--- config.mk ---
export PLATFORM = sky130hd
export DESIGN_NAME = lutsim_engine
export DESIGN_NICKNAME = d
export VERILOG_FILES = /design/src/rtl/lutsim_pkg.sv /design/src/rtl/lutsim_fifo.sv /design/src/rtl/lutsim_dp.sv /design/src/rtl/lutsim_ctrl.sv /design/src/rtl/lutsim_engine.sv
export SDC_FILE = /design/constraint.sdc
export NUM_CORES = 2
export LEC_CHECK = 0
export BUFFER_PORTS_ARGS = -buffer_cell sky130_fd_sc_hd__buf_2
export CORE_MARGIN = 1.5
export CORE_UTILIZATION = 52
export CTS_CLUSTER_DIAMETER = 60
export DETAILED_ROUTE_END_ITERATION = 10
export PLACE_DENSITY = 0.74
export SLEW_MARGIN = 20
export SYNTH_ARGS = -nofsm -noshare
export SYNTH_HDL_FRONTEND = slang
export SYNTH_HIERARCHICAL = 1
export SYNTH_SLANG_ARGS = --single-unit
--- constraint.sdc ---
create_clock -name clk -period 19.7 [get_ports clk]
set_input_delay 3.94 -clock clk [delete_from_list [all_inputs] [get_ports clk]]
set_output_delay 3.94 -clock clk [all_outputs]
set_load 0.1 [all_outputs]
--- src/rtl/lutsim_pkg.sv ---
package lutsim_pkg;
  localparam logic [1:0] SIG_LO  = 2'b00;
  localparam logic [1:0] SIG_HI  = 2'b01;
  localparam logic [1:0] SIG_UNK = 2'b10;
  localparam logic [1:0] SIG_HIZ = 2'b11;

  typedef enum logic [2:0] {
    ST_IDLE,
    ST_SCAN,
    ST_WALK,
    ST_POP,
    ST_EVAL
  } eng_state_t;

  // strobes from control to datapath
  typedef struct packed {
    logic startVec;  // capture vector, flush queue, clear overflow
    logic nextPi;    // advance scan index
    logic loadHead;  // pop queue head into current node
    logic commit;    // write new value, count event, arm fanout walk
    logic usePi;     // commit source is the vector, not the table
    logic pushFo;    // append next fanout to the queue
    logic flagOvf;   // queue full on append
  } eng_strobe_t;
endpackage

--- src/rtl/lutsim_fifo.sv ---
module lutsim_fifo #(
  parameter int DEPTH = 8,
  parameter int DW    = 4
) (
  input  logic          clk,
  input  logic          rst,
  input  logic          clr,
  input  logic          push,
  input  logic [DW-1:0] din,
  input  logic          pop,
  output logic [DW-1:0] dout,
  output logic          empty,
  output logic          full
);
  localparam int PW = (DEPTH > 1) ? $clog2(DEPTH) : 1;
  localparam int CW = $clog2(DEPTH + 1);

  logic [DW-1:0] store [DEPTH];
  logic [PW-1:0] rdPtr, wrPtr;
  logic [CW-1:0] fill;

  assign empty = (fill == '0);
  assign full  = (fill == CW'(DEPTH));
  assign dout  = store[rdPtr];

  always_ff @(posedge clk) begin
    if (push) store[wrPtr] <= din;
  end

  always_ff @(posedge clk) begin
    if (rst || clr) begin
      rdPtr <= '0;
      wrPtr <= '0;
      fill  <= '0;
    end else begin
      if (push) wrPtr <= (wrPtr == PW'(DEPTH - 1)) ? '0 : wrPtr + 1'b1;
      if (pop)  rdPtr <= (rdPtr == PW'(DEPTH - 1)) ? '0 : rdPtr + 1'b1;
      if (push && !pop)      fill <= fill + 1'b1;
      else if (pop && !push) fill <= fill - 1'b1;
    end
  end


  no_overflow_chk: assert property (@(posedge clk) disable iff (rst) push |-> !full);

  no_underflow_chk: assert property (@(posedge clk) disable iff (rst) pop |-> !empty);
endmodule

--- src/rtl/lutsim_dp.sv ---
module lutsim_dp
  import lutsim_pkg::*;
#(
  parameter int NODES     = 16,
  parameter int NPI       = 4,
  parameter int MAX_FANIN = 3,
  parameter int TBL_AW    = 9,
  parameter int FO_AW     = 6,
  parameter int Q_DEPTH   = 8,
  parameter int CNT_W     = 16,
  localparam int NW       = $clog2(NODES),
  localparam int FCW      = $clog2(MAX_FANIN + 1)
) (
  input  logic                    clk,
  input  logic                    rst,
  input  logic                    tblWe,
  input  logic [TBL_AW-1:0]       tblAddr,
  input  logic [1:0]              tblVal,
  input  logic                    descWe,
  input  logic [NW-1:0]           descIdx,
  input  logic [TBL_AW-1:0]       descBase,
  input  logic [FCW-1:0]          descFanN,
  input  logic [MAX_FANIN*NW-1:0] descFanins,
  input  logic [FO_AW-1:0]        descFoPtr,
  input  logic [FO_AW:0]          descFoCnt,
  input  logic                    descIsPo,
  input  logic                    foWe,
  input  logic [FO_AW-1:0]        foAddr,
  input  logic [NW-1:0]           foNode,
  input  logic [2*NPI-1:0]        vecIn,
  input  eng_strobe_t             st,
  output logic                    piDiff,
  output logic                    evalDiff,
  output logic                    piLast,
  output logic                    walkDone,
  output logic                    qEmpty,
  output logic                    qFull,
  output logic                    overflow,
  output logic [CNT_W-1:0]        eventCount,
  output logic [2*NODES-1:0]      nodeVals
);
  localparam int TBL_N = 1 << TBL_AW;
  localparam int FO_N  = 1 << FO_AW;

  // storage loaded by software
  logic [1:0]        tblMem [TBL_N];
  logic [NW-1:0]     foMem  [FO_N];
  logic [TBL_AW-1:0] dBase  [NODES];
  logic [FCW-1:0]    dFanN  [NODES];
  logic [NW-1:0]     dFan   [NODES][MAX_FANIN];
  logic [FO_AW-1:0]  dFoPtr [NODES];
  logic [FO_AW:0]    dFoCnt [NODES];
  logic              dIsPo  [NODES];

  // simulation state
  logic [1:0]        val [NODES];
  logic [2*NPI-1:0]  vecReg;
  logic [NW-1:0]     curNode;
  logic [FO_AW-1:0]  walkPtr;
  logic [FO_AW:0]    walkCnt;
  logic [NW-1:0]     qHead;
  logic [TBL_AW-1:0] tIdx;
  logic [TBL_AW-1:0] tAddr;
  logic [1:0]        tblOut;
  logic [1:0]        piCode;

  always_ff @(posedge clk) begin
    if (tblWe) tblMem[tblAddr] <= tblVal;
    if (foWe)  foMem[foAddr]   <= foNode;
    if (descWe) begin
      dBase[descIdx]  <= descBase;
      dFanN[descIdx]  <= descFanN;
      dFoPtr[descIdx] <= descFoPtr;
      dFoCnt[descIdx] <= descFoCnt;
      dIsPo[descIdx]  <= descIsPo;
      for (int i = 0; i < MAX_FANIN; i++)
        dFan[descIdx][i] <= descFanins[i*NW +: NW];
    end
  end

  // table index: fanin i code in bits [2i+1:2i]
  always_comb begin
    tIdx = '0;
    for (int i = 0; i < MAX_FANIN; i++) begin
      if (FCW'(i) < dFanN[curNode]) tIdx[2*i +: 2] = val[dFan[curNode][i]];
    end
    tAddr  = dBase[curNode] + tIdx;
    tblOut = tblMem[tAddr];
  end

  assign piCode   = vecReg[2*curNode +: 2];
  assign piDiff   = (piCode != val[curNode]);
  assign evalDiff = (tblOut != val[curNode]);
  assign piLast   = (curNode == NW'(NPI - 1));
  assign walkDone = (walkCnt == '0);

  always_ff @(posedge clk) begin
    if (rst) begin
      for (int i = 0; i < NODES; i++) val[i] <= SIG_UNK;
      vecReg     <= '0;
      curNode    <= '0;
      walkPtr    <= '0;
      walkCnt    <= '0;
      overflow   <= 1'b0;
      eventCount <= '0;
    end else begin
      if (st.startVec) begin
        vecReg   <= vecIn;
        curNode  <= '0;
        overflow <= 1'b0;
      end
      if (st.nextPi)   curNode <= curNode + 1'b1;
      if (st.loadHead) curNode <= qHead;
      if (st.commit) begin
        val[curNode] <= st.usePi ? piCode : tblOut;
        eventCount   <= eventCount + 1'b1;
        walkPtr      <= dFoPtr[curNode];
        walkCnt      <= dIsPo[curNode] ? '0 : dFoCnt[curNode];
      end
      if (st.pushFo) begin
        walkPtr <= walkPtr + 1'b1;
        walkCnt <= walkCnt - 1'b1;
      end
      if (st.flagOvf) overflow <= 1'b1;
    end
  end

  always_comb begin
    for (int i = 0; i < NODES; i++) nodeVals[2*i +: 2] = val[i];
  end

  lutsim_fifo #(.DEPTH(Q_DEPTH), .DW(NW)) u_queue (
    .clk   (clk),
    .rst   (rst),
    .clr   (st.startVec),
    .push  (st.pushFo),
    .din   (foMem[walkPtr]),
    .pop   (st.loadHead),
    .dout  (qHead),
    .empty (qEmpty),
    .full  (qFull)
  );


  evt_step_chk: assert property (@(posedge clk) disable iff (rst)
    (eventCount != $past(eventCount)) |-> (eventCount == $past(eventCount) + 1'b1));

  po_quiet_chk: assert property (@(posedge clk) disable iff (rst)
    (st.commit && !st.usePi && dIsPo[curNode]) |=> walkDone);

  ovf_halt_chk: assert property (@(posedge clk) disable iff (rst)
    (overflow && !st.startVec) |-> !st.pushFo);
endmodule

--- src/rtl/lutsim_ctrl.sv ---
module lutsim_ctrl
  import lutsim_pkg::*;
(
  input  logic        clk,
  input  logic        rst,
  input  logic        applyVec,
  input  logic        piDiff,
  input  logic        evalDiff,
  input  logic        piLast,
  input  logic        walkDone,
  input  logic        qEmpty,
  input  logic        qFull,
  output eng_strobe_t st,
  output logic        busy,
  output logic        done
);
  eng_state_t state, nxt;
  logic       fromScan;

  always_comb begin
    st  = '0;
    nxt = state;
    case (state)
      ST_IDLE: if (applyVec) begin
        st.startVec = 1'b1;
        nxt = ST_SCAN;
      end
      ST_SCAN: begin
        if (piDiff) begin
          st.commit = 1'b1;
          st.usePi  = 1'b1;
          nxt = ST_WALK;
        end else if (piLast) begin
          nxt = ST_POP;
        end else begin
          st.nextPi = 1'b1;
        end
      end
      ST_WALK: begin
        if (walkDone) begin
          if (!fromScan || piLast) nxt = ST_POP;
          else begin
            st.nextPi = 1'b1;
            nxt = ST_SCAN;
          end
        end else if (qFull) begin
          st.flagOvf = 1'b1;
          nxt = ST_IDLE;
        end else begin
          st.pushFo = 1'b1;
        end
      end
      ST_POP: begin
        if (qEmpty) nxt = ST_IDLE;
        else begin
          st.loadHead = 1'b1;
          nxt = ST_EVAL;
        end
      end
      ST_EVAL: begin
        if (evalDiff) begin
          st.commit = 1'b1;
          nxt = ST_WALK;
        end else begin
          nxt = ST_POP;
        end
      end
      default: nxt = ST_IDLE;
    endcase
  end

  always_ff @(posedge clk) begin
    if (rst) begin
      state    <= ST_IDLE;
      fromScan <= 1'b0;
      done     <= 1'b0;
    end else begin
      state <= nxt;
      done  <= (state != ST_IDLE) && (nxt == ST_IDLE);
      if (state == ST_SCAN)      fromScan <= 1'b1;
      else if (state == ST_EVAL) fromScan <= 1'b0;
    end
  end

  assign busy = (state != ST_IDLE);


  done_pulse_chk: assert property (@(posedge clk) disable iff (rst)
    done |-> (!busy && $past(busy)));

  busy_ignore_chk: assert property (@(posedge clk) disable iff (rst)
    (busy && applyVec) |-> !st.startVec);
endmodule

--- src/rtl/lutsim_engine.sv ---
module lutsim_engine
  import lutsim_pkg::*;
#(
  parameter int NODES     = 16,
  parameter int NPI       = 4,
  parameter int MAX_FANIN = 3,
  parameter int TBL_AW    = 9,
  parameter int FO_AW     = 6,
  parameter int Q_DEPTH   = 8,
  parameter int CNT_W     = 16,
  localparam int NW       = $clog2(NODES),
  localparam int FCW      = $clog2(MAX_FANIN + 1)
) (
  input  logic                    clk,
  input  logic                    rst,
  input  logic                    tblWe,
  input  logic [TBL_AW-1:0]       tblAddr,
  input  logic [1:0]              tblVal,
  input  logic                    descWe,
  input  logic [NW-1:0]           descIdx,
  input  logic [TBL_AW-1:0]       descBase,
  input  logic [FCW-1:0]          descFanN,
  input  logic [MAX_FANIN*NW-1:0] descFanins,
  input  logic [FO_AW-1:0]        descFoPtr,
  input  logic [FO_AW:0]          descFoCnt,
  input  logic                    descIsPo,
  input  logic                    foWe,
  input  logic [FO_AW-1:0]        foAddr,
  input  logic [NW-1:0]           foNode,
  input  logic                    applyVec,
  input  logic [2*NPI-1:0]        vecIn,
  output logic                    busy,
  output logic                    done,
  output logic                    overflow,
  output logic [CNT_W-1:0]        eventCount,
  output logic [2*NODES-1:0]      nodeVals
);
  eng_strobe_t st;
  logic piDiff, evalDiff, piLast, walkDone, qEmpty, qFull;

  lutsim_ctrl u_ctrl (
    .clk      (clk),
    .rst      (rst),
    .applyVec (applyVec),
    .piDiff   (piDiff),
    .evalDiff (evalDiff),
    .piLast   (piLast),
    .walkDone (walkDone),
    .qEmpty   (qEmpty),
    .qFull    (qFull),
    .st       (st),
    .busy     (busy),
    .done     (done)
  );

  lutsim_dp #(
    .NODES(NODES), .NPI(NPI), .MAX_FANIN(MAX_FANIN), .TBL_AW(TBL_AW),
    .FO_AW(FO_AW), .Q_DEPTH(Q_DEPTH), .CNT_W(CNT_W)
  ) u_dp (
    .clk        (clk),
    .rst        (rst),
    .tblWe      (tblWe),
    .tblAddr    (tblAddr),
    .tblVal     (tblVal),
    .descWe     (descWe),
    .descIdx    (descIdx),
    .descBase   (descBase),
    .descFanN   (descFanN),
    .descFanins (descFanins),
    .descFoPtr  (descFoPtr),
    .descFoCnt  (descFoCnt),
    .descIsPo   (descIsPo),
    .foWe       (foWe),
    .foAddr     (foAddr),
    .foNode     (foNode),
    .vecIn      (vecIn),
    .st         (st),
    .piDiff     (piDiff),
    .evalDiff   (evalDiff),
    .piLast     (piLast),
    .walkDone   (walkDone),
    .qEmpty     (qEmpty),
    .qFull      (qFull),
    .overflow   (overflow),
    .eventCount (eventCount),
    .nodeVals   (nodeVals)
  );
endmodule

# Yosys cells after proc, flatten, opt, wreduce, memory -nomap -nowiden
# Memories as Yosys holds them, arrays and structs flattened. A register that Yosys moved wholly into a read port is not among the register bits.
# Cells that the tools add are included.
[totals]
regBits = 57
out_inout_bits = 51
inputBits = 76
elab_cells = 144
memories = 10
ramBits = 1936
[op_classes]
n_eq_ne = 10
n_addsub = 9
n_reduce_logical = 19
n_shift = 1
n_lt_le_gt_ge = 3
mux = 80
[memory_table]
columns = ["name", "words", "width", "read_ports", "rd_ports_with_merged_regs", "wr", "line", "source"]
rows = [
  ["u_dp.tblMem", 512, 2, 1, 0, 1, "lutsim_dp.sv:46", "logic [1:0] tblMem [TBL_N];"],
  ["u_dp.foMem", 64, 4, 1, 1, 1, "lutsim_dp.sv:47", "logic [NW-1:0] foMem [FO_N];"],
  ["u_dp.dFan", 16, 12, 1, 1, 1, "lutsim_dp.sv:50", "logic [NW-1:0] dFan [NODES][MAX_FANIN];"],
  ["u_dp.dBase", 16, 9, 1, 1, 1, "lutsim_dp.sv:48", "logic [TBL_AW-1:0] dBase [NODES];"],
  ["u_dp.dFoCnt", 16, 7, 1, 1, 1, "lutsim_dp.sv:52", "logic [FO_AW:0] dFoCnt [NODES];"],
  ["u_dp.dFoPtr", 16, 6, 1, 1, 1, "lutsim_dp.sv:51", "logic [FO_AW-1:0] dFoPtr [NODES];"],
  ["4 more memories", "-", "-", "-", "-", "-", "-", ""],
]
[ops]
columns = ["operator", "n"]
rows = [
  ["2-to-1 mux 4 bit", 20],
  ["2-to-1 mux 1 bit", 31],
  ["2-to-1 mux 3 bit", 10],
  ["2-to-1 mux 6 bit", 4],
  ["2-to-1 mux 7 bit", 3],
  ["2-to-1 mux 2 bit", 9],
  ["adder 16 x 1 -> 16 bit (second input constant)", 1],
  ["one-hot mux 3 bit (5 select lines)", 1],
  ["adder 9 x 6 -> 9 bit", 1],
  ["== test 3 bit (second input constant)", 3],
  ["adder 4 x 1 -> 4 bit (second input constant)", 2],
  ["nonzero test 2 bit", 4],
  ["variable part select 8 x 6 -> 2 bit", 1],
  ["logical NOT 7 bit", 1],
  ["subtractor 7 x 1 -> 7 bit (second input constant)", 1],
  ["adder 3 x 1 -> 3 bit (second input constant)", 2],
  ["adder 6 x 1 -> 6 bit (second input constant)", 1],
  ["== test 3 x 2 -> 1 bit (second input constant)", 2],
  ["logical NOT 3 bit", 2],
  ["nonzero test 3 bit", 2],
  ["== test 4 x 2 -> 1 bit (second input constant)", 1],
  ["== test 4 bit (second input constant)", 1],
  ["logical NOT 4 bit", 1],
  ["< comparator 1 x 2 -> 1 bit (first input constant)", 2],
  ["other kinds (9)", 16],
]

# Logic depth before layout (Yosys ltp)
# An unclocked memory read counts as a cell.
[depth]
ltp_word = 12
ltp_mapped = 37
depth_no_buf = 29

# Cells and area by module
# The synthesis kept the hierarchy.
[by_module_without_submodules]
columns = ["mod", "n_inst", "cells_each", "seq_area_each_um2", "area_per_inst_um2"]
rows = [
  ["lutsim_dp", 1, 4075, 58215.8, 79133.4],
  ["lutsim_fifo", 1, 119, 1221.2, 1875.5],
  ["lutsim_ctrl", 1, 48, 100.1, 374.1],
]

# Worst setup path after synthesis
# Ideal clock, no wire load.
[synth_path]
kind = "register to register"
startpoint = "register with a tool-made name"
endpoint = "register u_dp.eventCount[12]"
t_arrival_ps = 8117
setup_slack_ps = 11513
path_stages_with_launch = 30
period_less_slack_ps = 8187
n_path_buf = 7
setup_time_ps = 71
required_time_ps = 19629
path_cell_list = "dfxtp_1 > buf_6 > buf_4 > buf_2 > buf_4 > buf_2 > buf_2 > mux4_2 > mux4_2 > a211oi_1 > ha_1 > inv_1 > fa_1 > xnor2_1 > clkbuf_1 > mux4_2 > nand2_1 > a21oi_1 > or3_1 > a211oi_4 > xor2_1 > nand2_1 > a31oi_1 > nor2_1 > and4_1 > and2_1 > nand2_1 > or2_2 > or3_1 > a21oi_1"
[synth_lines]
columns = ["item", "line", "source"]
rows = [
  ["end signal: assignment", "lutsim_dp.sv:116", "eventCount <= eventCount + 1'b1;"],
  ["end: declaration", "lutsim_dp.sv:39", "output logic [CNT_W-1:0] eventCount,"],
]

==> impl_metrics.ini <==
[outcome]
status = completed

[drt]
wl_mm = 184
dr.pass1.iters = 5
post-route-drc-count = 0
highest_layer = met5
dr_wl_met2_mm = 90.7
ant_nets = 0
met3_length_mm = 16.5
drtIter0Drc = 4716
met1_length_mm = 72.0
num_vias = 41772
avgRoutedWirePerCell_um = 28.0
viasPerCell = 6.35

[logic_synthesis]
synth.area.top_cells = edfxtp_1, mux4_2, nor2_1, dfxtp_1, clkbuf_1
synth_top_cell_by_area = edfxtp_1
yosys.area.top_type_share_pct = 71.4
yosys.area_share.simple_pct = 5.37
synthesis.area_mm2 = 0.0814
synthFlopType = edfxtp_1
synth_edf_count = 1936
synthAdderAreaFrac_pct = 0.372
avgSynthCellArea_um2 = 19.2
synth.distinct_cells = 76
async_flop_share_pct = 0
yosysWarnings = 6
synth-seq-area-share_pct = 73.2
synth_top_family_by_area = multiplexers
yosys-mux-area-fraction_pct = 17.4
synth-compound-area-share_pct = 1.86
ys_ff_latch = 2006
yosys.area_share.xor_xnor_pct = 0.301
syn_nets = 4341
syn_inst = 4242

[clocking]
hold_buffers = 0
clockBufferDepth = 3
cts_num_sinks = 2006
clkTransAtPathRegs_ps = 60
cts-buffers-inserted = 198
clk_latency_ps = 830
cts_max_level = 4
tritoncts = built
cts_setup_buffers = 0
cts_resized = 0
cts_root_buffer = clkbuf_16

[power]
p_leak_nw = 27.6
finalPower_mw = 9.52
irDropWorstVdd_v = 0.000104
power.density_mw_per_mm2 = 105

[cells_and_area]
area_growth_syn_to_layout_pct = 11.4
final_area_mm2 = 0.0906
drive_above_1_share_pct = 25.4
fillers = 10859
fin_nets = 4470

[timing]
fin_skew_ps = 53.9
post-route-period-util_pct = 57.6
fin_crit_ps = 11340
hold_viol = 0
setup_tns_ps = 0
timing.final.max_slew_violations = 0
rsz0062_at_grt = false
tightest_slew_ps = 1080
setup_viol = 0
timing.slew.headroom_pct = 27.8
fmax_mhz = 88.2

[critical_path]
cp_max_fo = 51
cp_slowest_cell = fa_4
start_kind = flop
r2r_setup_slack_ps = 8360
path_common_cell = mux4_2
slowest_delay_ps = 940
crit_arrival_ps = 12080
path_class = flop to flop
cp_top_family = multiplexers
cp.required_ps = 20440
crit_path_end_kind = flop
crit_buf_inv = 5

[floorplanning]
pin_count = 127
initial_core_util_pct = 52.6
die_h_um = 399
die_w_um = 399
die_area_mm2 = 0.159
rows = 144
core_region_area_mm2 = 0.155

[grt]
grt-ovfl-total = 0
track_usage_pct = 23.3
grt_pass1_wl_mm = 273
antenna_found_initial = 9
grt_pass1_vias = 42169
grt_max_degree = 231

[placed_design]
place_area_mm2 = 0.0843
routabilityCongestion = 0.850
hpwl_mm = 104
io_buffers = 126

[job]
drv_cap = 0

[hold_path]
min_path_type = flop to flop
==> state kept, by name (all words and copies together), names as in the netlist, 32 cells and up, named ones only <==
signal              count
u_dp/tblMem          1024
u_dp/foMem            256
u_dp/dFan             192
u_dp/dBase            144
u_dp/dFoCnt           112
u_dp/dFoPtr            96
u_dp/dFanN             32
u_dp/u_queue/store     32
u_dp/val               32
==> stage by stage <==
step                cells  util, %  hold WS (ps)  worst slack (ps)
global placement     6215     54.5           466              8370
detailed placement   6215     54.5           461              8310
finish               6581     58.6           475              8360
floorplan            4242        -           436             11510
CTS                  6577     58.6           477              8250
global route         6581     58.6           511              7660
==> where the power goes <==
part           internal (mW)  switching (mW)  leakage, nW
sequential              4.73          0.0391         18.0
combinational          0.473           0.632         6.50
clock                   2.06            1.59         3.07
==> placed cells by master, fill, tap and decap left out, drive strengths merged, types with 18 or more instances in the layout <==
cell    netlist  routed
and2         31      31
inv          25      38
clkinv        0      85
nor3         22      22
clkbuf      163     246
a311oi       21      21
nand4        18      18
nand3        23      23
dfxtp        70      70
a21oi        46      46
buf         109     201
mux2i        41      41
a221oi       23      23
mux4        604     604
ha           21      21
nor2b        26      26
edfxtp     1936    1936
xor2         18      18
nand2       154     154
nor2        693     693
==> synth_stat cells (all sizes together), types with 6 or more instances <==
master   instances
nand4           18
nand2b           7
nor3            22
nor4             6
xnor2           10
a2111o           9
edfxtp        1936
and2            31
a2111oi          7
mux2i           41
nor2           693
dfxtp           70
clkbuf         163
nand3           23
buf            109
nor2b           26
a211oi          17
nand3b           8
o21ai           16
a21oi           46
or2             17
mux4           604
inv             25
a311oi          21
mux2             8
a21o            13
or3              9
ha              21
nand2          154
a221oi          23
xor2            18
==> tightest hold or removal path, delay by kind of cell (launching register included) <==
family / cells / cell delay (ps)
simple gates: 1 / 60
flops: 1 / 320
compound gates: 1 / 50
==> layer usage <==
layer  vias to the layer above  global-route usage, %
li1                      17391                      -
met1                     21971                   32.7
met5                         -                      0
met4                         2                   7.20
met2                      2097                   37.4
met3                       311                   4.35
==> cells by family after synthesis <==
kind of cell	count (synthesis)
flops	2006
simple gates	1036
mux	653
buf+inv	297
compound gates	199
xor+xnor	28
fa+ha+maj	23
==> worst paths after layout <==
path,cells after the start,startpoint,end
min reg2reg,2,u_ctrl/fromScan,u_ctrl/fromScan
min,2,u_ctrl/fromScan,u_ctrl/fromScan
max,29,flop,u_dp/eventCount[14]
max reg2reg,29,flop,u_dp/eventCount[14]
==> cell type report <==
class,instances,area (um^2),share of cell area (%)
antenna,4,10.0,0.0110
multi-input combinational,1939,20900,23.0
timing repair buffer,201,1270,1.41
tap,2044,2560,2.82
clock buffer,246,5240,5.78
sequential,2006,59600,65.7
inverter,25,93.8,0.104
clock inverter,116,1040,1.15
No activity file was read; power rests on OpenSTA's default activity.
